**src/rtl/icw_pkg.sv**
```systemverilog
package icw_pkg;

    localparam int WORD_W = 16;
    localparam int IDX_W  = 4;
    localparam int DATA_W = 8;
    localparam int NREG   = 1 << IDX_W;

    // Inbound word layout, most significant field first
    typedef struct packed {
        logic              clor;
        logic              mce;
        logic              rreq;
        logic              rsvd;
        logic [IDX_W-1:0]  idx;
        logic [DATA_W-1:0] data;
    } ctl_word_t;

    // Retained control state
    typedef struct packed {
        logic             clor;
        logic             mce;
        logic             rreq;
        logic [IDX_W-1:0] idx;
    } ctl_state_t;

    localparam ctl_state_t CTL_RESET = '{clor: 1'b1, mce: 1'b1, rreq: 1'b0, idx: '0};

    // Bit-enable for a write into register idx under a given mode-change flag
    function automatic logic [DATA_W-1:0] wr_mask(
        input int   idx,
        input logic mce_w,
        input int   fmt_idx,
        input int   ifc_idx,
        input int   misc_idx,
        input int   acal_bit
    );
        logic [DATA_W-1:0] m;
        m = '1;
        if (!mce_w) begin
            if (idx == fmt_idx || idx == misc_idx) begin
                m = '0;
            end else if (idx == ifc_idx) begin
                m = ~(DATA_W'(1) << acal_bit);
            end
        end
        return m;
    endfunction

    // Readback word: control fields above, register data below
    function automatic logic [WORD_W-1:0] rb_pack(
        input ctl_state_t       st,
        input logic [DATA_W-1:0] d
    );
        return {st.clor, st.mce, st.rreq, 1'b0, st.idx, d};
    endfunction

endpackage

```
**src/rtl/icw_word_dec.sv**
```systemverilog
module icw_word_dec
    import icw_pkg::*;
#(
    parameter int SLOT_W    = 3,
    parameter int CTRL_SLOT = 0
) (
    input  logic                slot_vld,
    input  logic [SLOT_W-1:0]   slot_idx,
    input  logic [WORD_W-1:0]   ctl_word,
    output logic                stb,
    output logic                wr_en,
    output logic                rd_req,
    output ctl_word_t           word
);

    always_comb begin
        word   = ctl_word_t'(ctl_word);
        stb    = slot_vld && (slot_idx == SLOT_W'(CTRL_SLOT));
        wr_en  = stb && !word.rreq;
        rd_req = stb && word.rreq;
    end

endmodule

```
**src/rtl/icw_regfile.sv**
```systemverilog
module icw_regfile
    import icw_pkg::*;
#(
    parameter int FMT_IDX  = 8,
    parameter int IFC_IDX  = 9,
    parameter int MISC_IDX = 12,
    parameter int ACAL_BIT = 3
) (
    input  logic                   clk,
    input  logic                   rst,
    input  logic                   wr_en,
    input  logic [IDX_W-1:0]       wr_idx,
    input  logic [DATA_W-1:0]      wr_data,
    input  logic                   wr_mce,
    input  logic [IDX_W-1:0]       rd_idx,
    output logic [DATA_W-1:0]      rd_data,
    output logic [NREG*DATA_W-1:0] regs_flat
);

    logic [DATA_W-1:0] regs [NREG];

    for (genvar g = 0; g < NREG; g++) begin : g_reg
        logic              hit;
        logic [DATA_W-1:0] mask;

        always_comb begin
            hit  = wr_en && (wr_idx == IDX_W'(g));
            mask = wr_mask(g, wr_mce, FMT_IDX, IFC_IDX, MISC_IDX, ACAL_BIT);
        end

        always_ff @(posedge clk) begin
            if (rst) begin
                regs[g] <= '0;
            end else if (hit) begin
                regs[g] <= (regs[g] & ~mask) | (wr_data & mask);
            end
        end

        assign regs_flat[g*DATA_W +: DATA_W] = regs[g];
    end

    assign rd_data = regs[rd_idx];

endmodule

```
**src/rtl/icw_rb_sched.sv**
```systemverilog
module icw_rb_sched #(
    parameter int SLOT_W     = 3,
    parameter int EARLY_SLOT = 0,
    parameter int LATE_SLOT  = 3
) (
    input  logic              clk,
    input  logic              rst,
    input  logic              frame_start,
    input  logic              slot_vld,
    input  logic [SLOT_W-1:0] slot_idx,
    input  logic              tssel,
    input  logic              rd_req,
    output logic              tx_en,
    output logic              tx_is_rb
);

    logic tssel_q;
    logic pend_late, pend_early;
    logic at_late, at_early;
    logic serve_late, serve_early;
    logic ts_rise, ts_fall;
    logic pend_late_n, pend_early_n;

    always_comb begin
        at_late     = slot_vld && (slot_idx == SLOT_W'(LATE_SLOT));
        at_early    = slot_vld && (slot_idx == SLOT_W'(EARLY_SLOT));
        serve_late  = at_late && pend_late;
        serve_early = at_early && pend_early;
        tx_en       = (at_late && (!tssel || pend_late)) ||
                      (at_early && (tssel || pend_early));
        tx_is_rb    = serve_late || serve_early;
        ts_rise     = tssel && !tssel_q;
        ts_fall     = !tssel && tssel_q;
    end

    always_comb begin
        pend_late_n  = pend_late;
        pend_early_n = pend_early;
        if (frame_start || serve_late) begin
            pend_late_n = 1'b0;
        end
        if (serve_early) begin
            pend_early_n = 1'b0;
        end
        if (ts_rise && pend_late) begin
            pend_early_n = 1'b1;
        end
        if (ts_fall) begin
            pend_early_n = 1'b0;
        end
        if (rd_req) begin
            if (tssel) begin
                pend_early_n = 1'b1;
            end else begin
                pend_late_n = 1'b1;
            end
        end
    end

    always_ff @(posedge clk) begin
        if (rst) begin
            tssel_q    <= 1'b0;
            pend_late  <= 1'b0;
            pend_early <= 1'b0;
        end else begin
            tssel_q    <= tssel;
            pend_late  <= pend_late_n;
            pend_early <= pend_early_n;
        end
    end

endmodule

```
**src/rtl/icw_ctrl_if.sv**
```systemverilog
module icw_ctrl_if
    import icw_pkg::*;
#(
    parameter int NUM_SLOTS  = 6,
    parameter int CTRL_SLOT  = 0,
    parameter int EARLY_SLOT = 0,
    parameter int LATE_SLOT  = 3,
    parameter int FMT_IDX    = 8,
    parameter int IFC_IDX    = 9,
    parameter int MISC_IDX   = 12,
    parameter int ACAL_BIT   = 3,
    localparam int SLOT_W    = $clog2(NUM_SLOTS)
) (
    input  logic                   clk,
    input  logic                   rst,
    input  logic                   frame_start,
    input  logic                   slot_vld,
    input  logic [SLOT_W-1:0]      slot_idx,
    input  logic [WORD_W-1:0]      ctl_word,
    input  logic                   tssel,
    input  logic [WORD_W-1:0]      status_word,
    output logic [NREG*DATA_W-1:0] reg_flat,
    output logic                   clor,
    output logic                   mce,
    output logic                   dac_mute,
    output logic                   tx_en,
    output logic                   tx_is_rb,
    output logic [WORD_W-1:0]      tx_word
);

    ctl_word_t         word;
    ctl_state_t        st;
    logic              stb, wr_en, rd_req;
    logic [DATA_W-1:0] rd_data;

    icw_word_dec #(
        .SLOT_W    (SLOT_W),
        .CTRL_SLOT (CTRL_SLOT)
    ) u_dec (
        .slot_vld (slot_vld),
        .slot_idx (slot_idx),
        .ctl_word (ctl_word),
        .stb      (stb),
        .wr_en    (wr_en),
        .rd_req   (rd_req),
        .word     (word)
    );

    always_ff @(posedge clk) begin
        if (rst) begin
            st <= CTL_RESET;
        end else if (stb) begin
            st <= '{clor: word.clor, mce: word.mce, rreq: word.rreq, idx: word.idx};
        end
    end

    icw_regfile #(
        .FMT_IDX  (FMT_IDX),
        .IFC_IDX  (IFC_IDX),
        .MISC_IDX (MISC_IDX),
        .ACAL_BIT (ACAL_BIT)
    ) u_regs (
        .clk       (clk),
        .rst       (rst),
        .wr_en     (wr_en),
        .wr_idx    (word.idx),
        .wr_data   (word.data),
        .wr_mce    (word.mce),
        .rd_idx    (st.idx),
        .rd_data   (rd_data),
        .regs_flat (reg_flat)
    );

    icw_rb_sched #(
        .SLOT_W     (SLOT_W),
        .EARLY_SLOT (EARLY_SLOT),
        .LATE_SLOT  (LATE_SLOT)
    ) u_sched (
        .clk         (clk),
        .rst         (rst),
        .frame_start (frame_start),
        .slot_vld    (slot_vld),
        .slot_idx    (slot_idx),
        .tssel       (tssel),
        .rd_req      (rd_req),
        .tx_en       (tx_en),
        .tx_is_rb    (tx_is_rb)
    );

    always_comb begin
        clor     = st.clor;
        mce      = st.mce;
        dac_mute = st.mce;
        tx_word  = tx_is_rb ? rb_pack(st, rd_data) : status_word;
    end

endmodule

```
**config.mk**
```make
export PLATFORM = sky130hd
export DESIGN_NAME = icw_ctrl_if
export DESIGN_NICKNAME = d
export VERILOG_FILES = /design/src/rtl/icw_pkg.sv /design/src/rtl/icw_word_dec.sv /design/src/rtl/icw_regfile.sv /design/src/rtl/icw_rb_sched.sv /design/src/rtl/icw_ctrl_if.sv
export SDC_FILE = /design/constraint.sdc
export NUM_CORES = 1
export LEC_CHECK = 0
export BUFFER_PORTS_ARGS = -buffer_cell sky130_fd_sc_hd__buf_2
export CAP_MARGIN = 25
export CORE_MARGIN = 5
export CORE_UTILIZATION = 49
export CTS_BUF_LIST = sky130_fd_sc_hd__clkbuf_8
export CTS_CLUSTER_DIAMETER = 50
export DETAILED_ROUTE_END_ITERATION = 16
export GPL_TIMING_DRIVEN = 0
export PLACE_DENSITY_LB_ADDON = 0.3
export SLEW_MARGIN = 5
export SYNTH_ARGS = -nofsm -noshare
export SYNTH_HDL_FRONTEND = slang
export SYNTH_HIERARCHICAL = 1
export SYNTH_SLANG_ARGS = --single-unit
```
**constraint.sdc**
```tcl
create_clock -name clk -period 1.9 [get_ports clk]
set_clock_uncertainty 0.15 [all_clocks]
set_input_delay 0.285 -clock clk [delete_from_list [all_inputs] [get_ports clk]]
set_output_delay 0.285 -clock clk [all_outputs]
set_load 0.05 [all_outputs]
```
Yosys cells after proc, flatten, opt, wreduce, memory -nomap -nowiden
Memories as Yosys holds them, arrays and structs flattened. A register that Yosys moved wholly into a read port is not among the register bits. Index checks and enable logic that the tools add are counted.

Word-level logic and storage cells: 166. RAM bits: 128. Register bits: 10. Bits of input ports: 40. Bits in read-only memories: 0. Output and inout bits: 149. Memories: 1. Bits in latches: 0.

Eq/ne operators: 16. Reduce and logical (&&, ||, !) cells: 37. Add/sub/neg operators: 0. Multipliers: 0. Mux-type cells: 79. Shift operators: 0. Bitwise operators: 26. Order comparisons: 0. Div/mod/pow operators: 0.

Memory list: u_regs.regs (words 16, width 8, read ports 17, clocked after Yosys merged registers in 1, write ports 16, RTL line icw_regfile.sv:20) `logic [DATA_W-1:0] regs [NREG];`.

Operators with widths (count): $mux 8 (17); $mux 1 (58); $and 8x8->8 (5); $eq 4x4->1 const B (8); $logic_and 1x1->1 (27); $or 8x8->8 (3); $eq 4x3->1 const B (4); $mux 16 (1); $not 8->8 (2); $or 1x1->1 (16); $mux 4 (3); $eq 4x2->1 const B (2); $logic_or 1x1->1 (5); $eq 4x1->1 const B (1); $logic_not 4->1 (1); $eq 3x2->1 const B (1); $logic_not 1->1 (3); $logic_not 3->1 (1).

Longest topological paths before layout
Gate-level depths: netlist (run 1).

Depth in word-level cells: 8. Mapped depth: 6. Depth with buffers taken out: 5.

Cells and area by module
Netlist (run 1), hierarchy kept.

By module, submodules not included: icw_regfile (area each 6164.7 µm², sequential area each 3843.7 µm², instances 1, cells each 413); icw_ctrl_if (area each 494.2 µm², sequential area each 140.1 µm², instances 1, cells each 41); icw_rb_sched (area each 176.4 µm², sequential area each 60.1 µm², instances 1, cells each 23); icw_word_dec (area each 157.7 µm², sequential area each 0.0 µm², instances 1, cells each 19).

Worst setup path after synthesis (run 1)
Ideal clock, no wire load.

Kind: in2out. Start: input port slot_idx[1]. End: output port tx_word[10]. Cell stages on the path: 6. Data arrival time: 2.036 ns. Setup slack: -0.571 ns. Required time: 1.465 ns. Path buffers: 2. Cells stage by stage: nor2_1 -> nand2_1 -> a21oi_1 -> buf_6 -> buf_12 -> mux2_4.

Word-level cells in the longest chain between the ends: 5. Elaborated cells between the ends (all ways): 8. Classes of those cells: eq/ne: 1; mux: 1; reduce/logical: 6.

RTL lines: start: declaration (RTL line icw_ctrl_if.sv:18) `input logic [SLOT_W-1:0] slot_idx,`; $eq 3x2->1 / $logic_not 3->1 (equally long branches) (RTL line icw_rb_sched.sv:25, icw_rb_sched.sv:26); $logic_and 1x1->1 (on tied branches) (RTL line icw_rb_sched.sv:25, icw_rb_sched.sv:26); $logic_and 1x1->1 (on tied branches) (RTL line icw_rb_sched.sv:27, icw_rb_sched.sv:28); $logic_or 1x1->1 * (RTL line icw_rb_sched.sv:31) `tx_is_rb = serve_late || serve_early;`; via tx_is_rb (RTL line icw_ctrl_if.sv:27) `output logic tx_is_rb,`; $mux 16 * (RTL line icw_ctrl_if.sv:94) `tx_word = tx_is_rb ? rb_pack(st, rd_data) : status_word;`; end: declaration (RTL line icw_ctrl_if.sv:28) `output logic [WORD_W-1:0] tx_word`.

Mark *: on every way through the listed nets, which the timed path passes. The rest lies on a longest branch.

==> impl_metrics.csv, run 1 <==
group,metric,value,unit
cells_and_area,num_antenna_cells,0,
global_routing,antenna_found_initial,0,
clock_network,cts_made_buffers,17,
run_status,violations,"setup timing",
cells_and_area,fin_cells,897,
worst_setup_path,path_max_fanout,7,
yosys,syn-num-nets,535,
clock_network,h-tree-depth,4,
global_routing,grt_pass1_wl,31100,microns
routing,wl,21600,microns
min_path,hold_path.class,"input port to flop",
timing,rsz0062_at_grt,"yes",
timing,fin_crit_sh,152,%
floorplan,num_rows,43,
placement,hpwl,15700,microns
clock_network,clock-root-buffer,"clkbuf_8",
timing,max_freq,0.347,GHz
floorplan,die-height,129,microns
timing,final.setup.worst_slack,-0.986,ns
global_routing,gr-total-overflow,0,
worst_setup_path,crit_top_cell,"buf_12",
timing,setup_viol,16,
timing,hold_ws,0.0283,ns
cells_and_area,num-nets-final,746,
worst_setup_path,critPathBufInv,3,
routing,first_pass_iters,5,
clock_network,insertion_delay,0.44,ns
worst_setup_path,path_cells,"buf_12 > buf_12 > mux4_2 > a22oi_2 > nand2_2 > mux2_4 > buf_6",
global_routing,grt_max_degree,17,
cells_and_area,area_growth,28.9,%
floorplan,dieArea,16700,sq um
yosys,syn-cell-area,6990,sq um
placement,port_buffers,173,
worst_setup_path,slowest_delay,0.51,ns
worst_setup_path,required,1.46,ns
worst_setup_path,critPathKind,"flop to output pin",
placement,gp_congestion,0.895,
routing,vias,5080,
cells_and_area,post-route-util,64.6,%
clock_network,tritoncts,"built",
worst_setup_path,worst_ep_arrival_time,2.45,ns
timing,fin_crit,2.89,ns
yosys,synthCells,495,
yosys,yosysWarnings,6,
floorplan,ios,189,
worst_setup_path,setup.worst_path.end_class,"output pin",
timing,worst_pin_slew,0.838,ns
timing,relSlewSlack,43.9,%
clock_network,cts_sinks,138,
routing,first_iter_violations,457,
floorplan,core,13900,sq um
worst_setup_path,cp_slowest_cell,"mux4_2",
timing,slew_violations,0,
yosys,synth.avg_cell_area,14.1,sq um
clock_network,path_clk_slew,0.07,ns
floorplan,initial_utilization,50.1,%
routing,routed_via_density,5.66,
power,p_leak,0.00344,uW
routing,wire_per_inst,24.0,microns
routing,drc,0,
clock_network,clock_path_buffers,2,
job,maxCapViolations,0,
routing,detail-route-antenna-nets,0,
global_routing,grtUsageTotal,25.8,%
cells_and_area,layout-drive-gt1-share,46.9,%
power,power.density,767,nW/um^2
global_routing,grt_pass1_vias,5186,
worst_setup_path,critPathTopFamily,"multiplexers",
run_status,status,"finished, violations left",
worst_setup_path,startpoint_type,"flop",
placement,placedCellCount,848,
timing,hold_violations,0,
floorplan,die_x,129,microns
power,ir_worst_vdd,0.593,mV
-- stage by stage --
stage | setup WS [ns] | power, uW | setup TNS (ns) | area, sq um
after floorplan | -0.215 | 4480 | -2.40 | 7050
after global placement | -0.965 | 4810 | -115.98 | 8140
after detailed placement | -1.00 | 4830 | -117.80 | 8140
after CTS | -0.962 | 6910 | -9.94 | 8890
after global routing | -1.01 | 7110 | -10.78 | 9010
final | -0.986 | 6910 | -9.81 | 9010
-- power by group --
group / leakage (uW) / internal (uW) / switching, uW
registers: 0.00131 / 3460 / 99.7
logic: 0.00196 / 367 / 941
clock network: 0.000169 / 980 / 1060
-- per-layer routing --
layer  GRT usage [%]  part of all wire, %  vias to the layer above
met5               0                    0                        -
met1            33.2                   38                     2488
li1                -                    -                     2235
met3            7.25                   10                       43
met2            41.7                   49                      314
met4            10.0                  3.0                        0
-- cells in the final DEF (no fill, tap or decap), types with 17 or more instances in the layout --
cell        n
buf_2     157
edfxtp_1  128
and2_1    113
mux4_2     32
buf_4      26
nand2b_1   21
a21oi_1    19
clkbuf_1   18
clkbuf_8   17
nand2_1    17
-- layout make-up --
cell class,instances,area (sq um)
buffer,46,339
clock buffer,17,234
sequential,138,4050
multi-input combinational,309,2840
fill,1022,4930
timing repair buffer,192,1210
inverter,2,7.51
clock inverter,13,92.6
tap,180,225
-- timing repair --
action | in CTS | in global routing
setup buffers | 5 | 4
pin swaps | 5 | 6
setup endpoints to repair | 60 | 94
hold buffers | 8 | 0
gates resized for setup | 66 | 18
cloned | 3 | 0
hold endpoints to repair | 7 | 0
-- flip-flops by register name (all words and copies together) (netlist names) --
signal              count
dac_mute                1
u_sched/pend_late       1
u_sched/pend_early      1
st                      5
u_sched/tssel_q         1
clor                    1
u_regs/regs           128
-- final timing paths --
path                                start                             to  slack, ns  depth (start not counted)
min reg2reg    u_sched/tssel_q$_SDFF_PP0_  u_sched/pend_early$_SDFF_PP0_       0.32                          1
max reg2reg  u_sched/pend_late$_SDFF_PP0_   u_sched/pend_late$_SDFF_PP0_       0.24                          6
max                    st[0]$_SDFFE_PP0P_                     tx_word[3]      -0.99                          7
min                                   rst             st[1]$_SDFFE_PP0P_       0.03                          2
-- worst register-to-register path: stages (launching register included) --
cell	delay [ns]
dfxtp_2	0.34
buf_6	0.12
buf_4	0.13
nor2b_1	0.12
o21ai_1	0.07
a21oi_1	0.07
dlygate4sd3_1	0.56
No activity file was read; power rests on OpenSTA's default activity.
==> run 2: changes to the inputs <==
Settings changed: BUFFER_PORTS_ARGS -buffer_cell sky130_fd_sc_hd__buf_2 to unset, CORE_UTILIZATION 49 to 60, DONT_BUFFER_PORTS set to 1, SLEW_MARGIN 5 to 40.
==> impl_metrics.csv, run 2 (same netlist as run 1, synthesis figures left out) <==
group,metric,value,unit
run_status,status,"finished, violations left",
run_status,violations,"setup timing",
min_path,min_path_cells,3,
cells_and_area,num_antenna_cells,0,
clock_network,h-tree-depth,4,
timing,max_freq,0.355,GHz
global_routing,gr-total-overflow,0,
placement,gp_congestion,0.834,
power,seq_power_share,60.9,%
routing,drc,0,
global_routing,grt_pass1_wl,28800,microns
power,p_clk_share,30.7,%
timing,tns,-11.50,ns
cells_and_area,fin_cells,692,
routing,routed_via_density,6.49,
global_routing,grt_max_degree,17,
placement,port_buffers,0,
worst_setup_path,critPathKind,"flop to output pin",
clock_network,clock-root-buffer,"clkbuf_8",
worst_setup_path,ff2ff_path_depth,4,
cells_and_area,area_growth,14.2,%
cells_and_area,num-nets-final,577,
min_path,hold_path.class,"input port to flop",
placement,place_area,7230,sq um
cells_and_area,layout-drive-gt1-share,29.7,%
floorplan,dieArea,13900,sq um
power,p_int,4670,uW
clock_network,cts_made_buffers,17,
placement,placedCellCount,638,
worst_setup_path,path_max_fanout,2,
clock_network,cts_sinks,138,
power,power.density,842,nW/um^2
global_routing,antenna_found_initial,0,
cells_and_area,largest_reg_flops,128,
cells_and_area,top_regs,"u_regs/regs: 128 flops, st: 5 flops",
power,ir_worst_vdd,0.689,mV
timing,worst_pin_slew,0.801,ns
timing,final.setup.worst_slack,-0.918,ns
clock_network,tritoncts,"built",
placement,pre_cts_slack,-0.877,ns
floorplan,core,11400,sq um
floorplan,initial_utilization,61.2,%
timing,rsz0062_at_grt,"yes",
worst_setup_path,startpoint_type,"flop",
placement,hpwl,14500,microns
job,maxCapViolations,0,
floorplan,die-height,118,microns
floorplan,num_rows,39,
power,p_leak,0.00275,uW
routing,first_iter_violations,512,
timing,relSlewSlack,46.4,%
worst_setup_path,setup.worst_path.end_class,"output pin",
power,p_switching,2050,uW
global_routing,grt_pass1_vias,4543,
floorplan,ios,189,
worst_setup_path,worst_ep_arrival_time,2.38,ns
floorplan,die_x,118,microns
worst_setup_path,required,1.46,ns
timing,hold_violations,0,
clock_network,path_clk_slew,0.07,ns
routing,detail-route-antenna-nets,0,
routing,wire_per_inst,28.6,microns
clock_network,clock_path_buffers,2,
power,pwr-share-comb,8.4,%
routing,vias,4491,
cells_and_area,top_register,"u_regs/regs",
cells_and_area,mostFrequentLayoutCells,"edfxtp_1 (128), and2_1 (113), mux4_2 (32)",
cells_and_area,final_common_cell,"edfxtp_1",
timing,fin_crit_sh,148,%
timing,fin_crit,2.82,ns
global_routing,grtUsageTotal,28.1,%
routing,wl,19800,microns
cells_and_area,fillers,789,
routing,first_pass_iters,5,
cells_and_area,final_cell_area,7980,sq um
timing,setup_viol,24,
power,switching_share,30.5,%
clock_network,insertion_delay,0.44,ns
cells_and_area,post-route-util,69.9,%
timing,slew_violations,0,
[run 2: final timing paths]
check / startpoint / endpoint / slack, ns
max: u_regs/regs[3][4]$_SDFFCE_PN0P_ / tx_word[4] / -0.92
min: slot_idx[0] / u_sched/pend_early$_SDFF_PP0_ / 0.02
max reg2reg: u_sched/pend_late$_SDFF_PP0_ / u_sched/pend_late$_SDFF_PP0_ / 0.41
min reg2reg: u_sched/tssel_q$_SDFF_PP0_ / u_sched/pend_early$_SDFF_PP0_ / 0.29
[run 2: area by class of cell]
| cell class | instances | area [sq um] | area share [%] |
|---|---|---|---|
| Sequential cell | 138 | 4050 | 50.8 |
| Multi-Input combinational cell | 309 | 2800 | 35.0 |
| Buffer | 46 | 337 | 4.22 |
| Timing Repair Buffer | 23 | 282 | 3.53 |
| Clock buffer | 17 | 234 | 2.93 |
| Tap cell | 143 | 179 | 2.24 |
| Clock inverter | 14 | 93.8 | 1.18 |
| Inverter | 2 | 7.51 | 0.0941 |
[run 2: power groups by stage]
| stage | registers (uW) | logic, uW | clock network, uW |
|---|---|---|---|
| 2_1_floorplan | 4090 | 384 | 0 |
| 3_3_place_gp | 4150 | 493 | 0 |
| 3_5_place_dp | 4160 | 502 | 0 |
| 4_1_cts | 4090 | 545 | 2090 |
| 5_1_grt | 4100 | 589 | 2240 |
| 6_report | 4090 | 565 | 2070 |
[run 2: timing repair]
action,4_1_cts,5_1_grt
endpoints found under the setup margin,25,25
hold endpoints to repair,10,4
pin swaps,4,6
gates cloned,2,1
hold buffers,9,2
buffers inserted,6,3
resized for setup,27,12
[run 2: layer usage]
layer	global-route usage, %	vias up	wire, microns
li1	-	1889	-
met1	33.5	2245	7100
met2	45.5	323	9650
met3	12.4	34	2510
met4	9.53	0	548
met5	0	-	0
[run 2: metrics by stage]
step                power (uW)  hold WS [ns]
floorplan                 4480         0.200
global placement          4640         0.202
detailed placement        4660         0.206
CTS                       6720       0.00151
global route              6930       0.00482
finish                    6720        0.0243
[run 2: critical path, stage by stage, from the launching register on]
cell and delay (ns):
edfxtp_1 0.62, mux4_2 0.59, a22oi_2 0.23, nand2_1 0.13, mux2_4 0.36
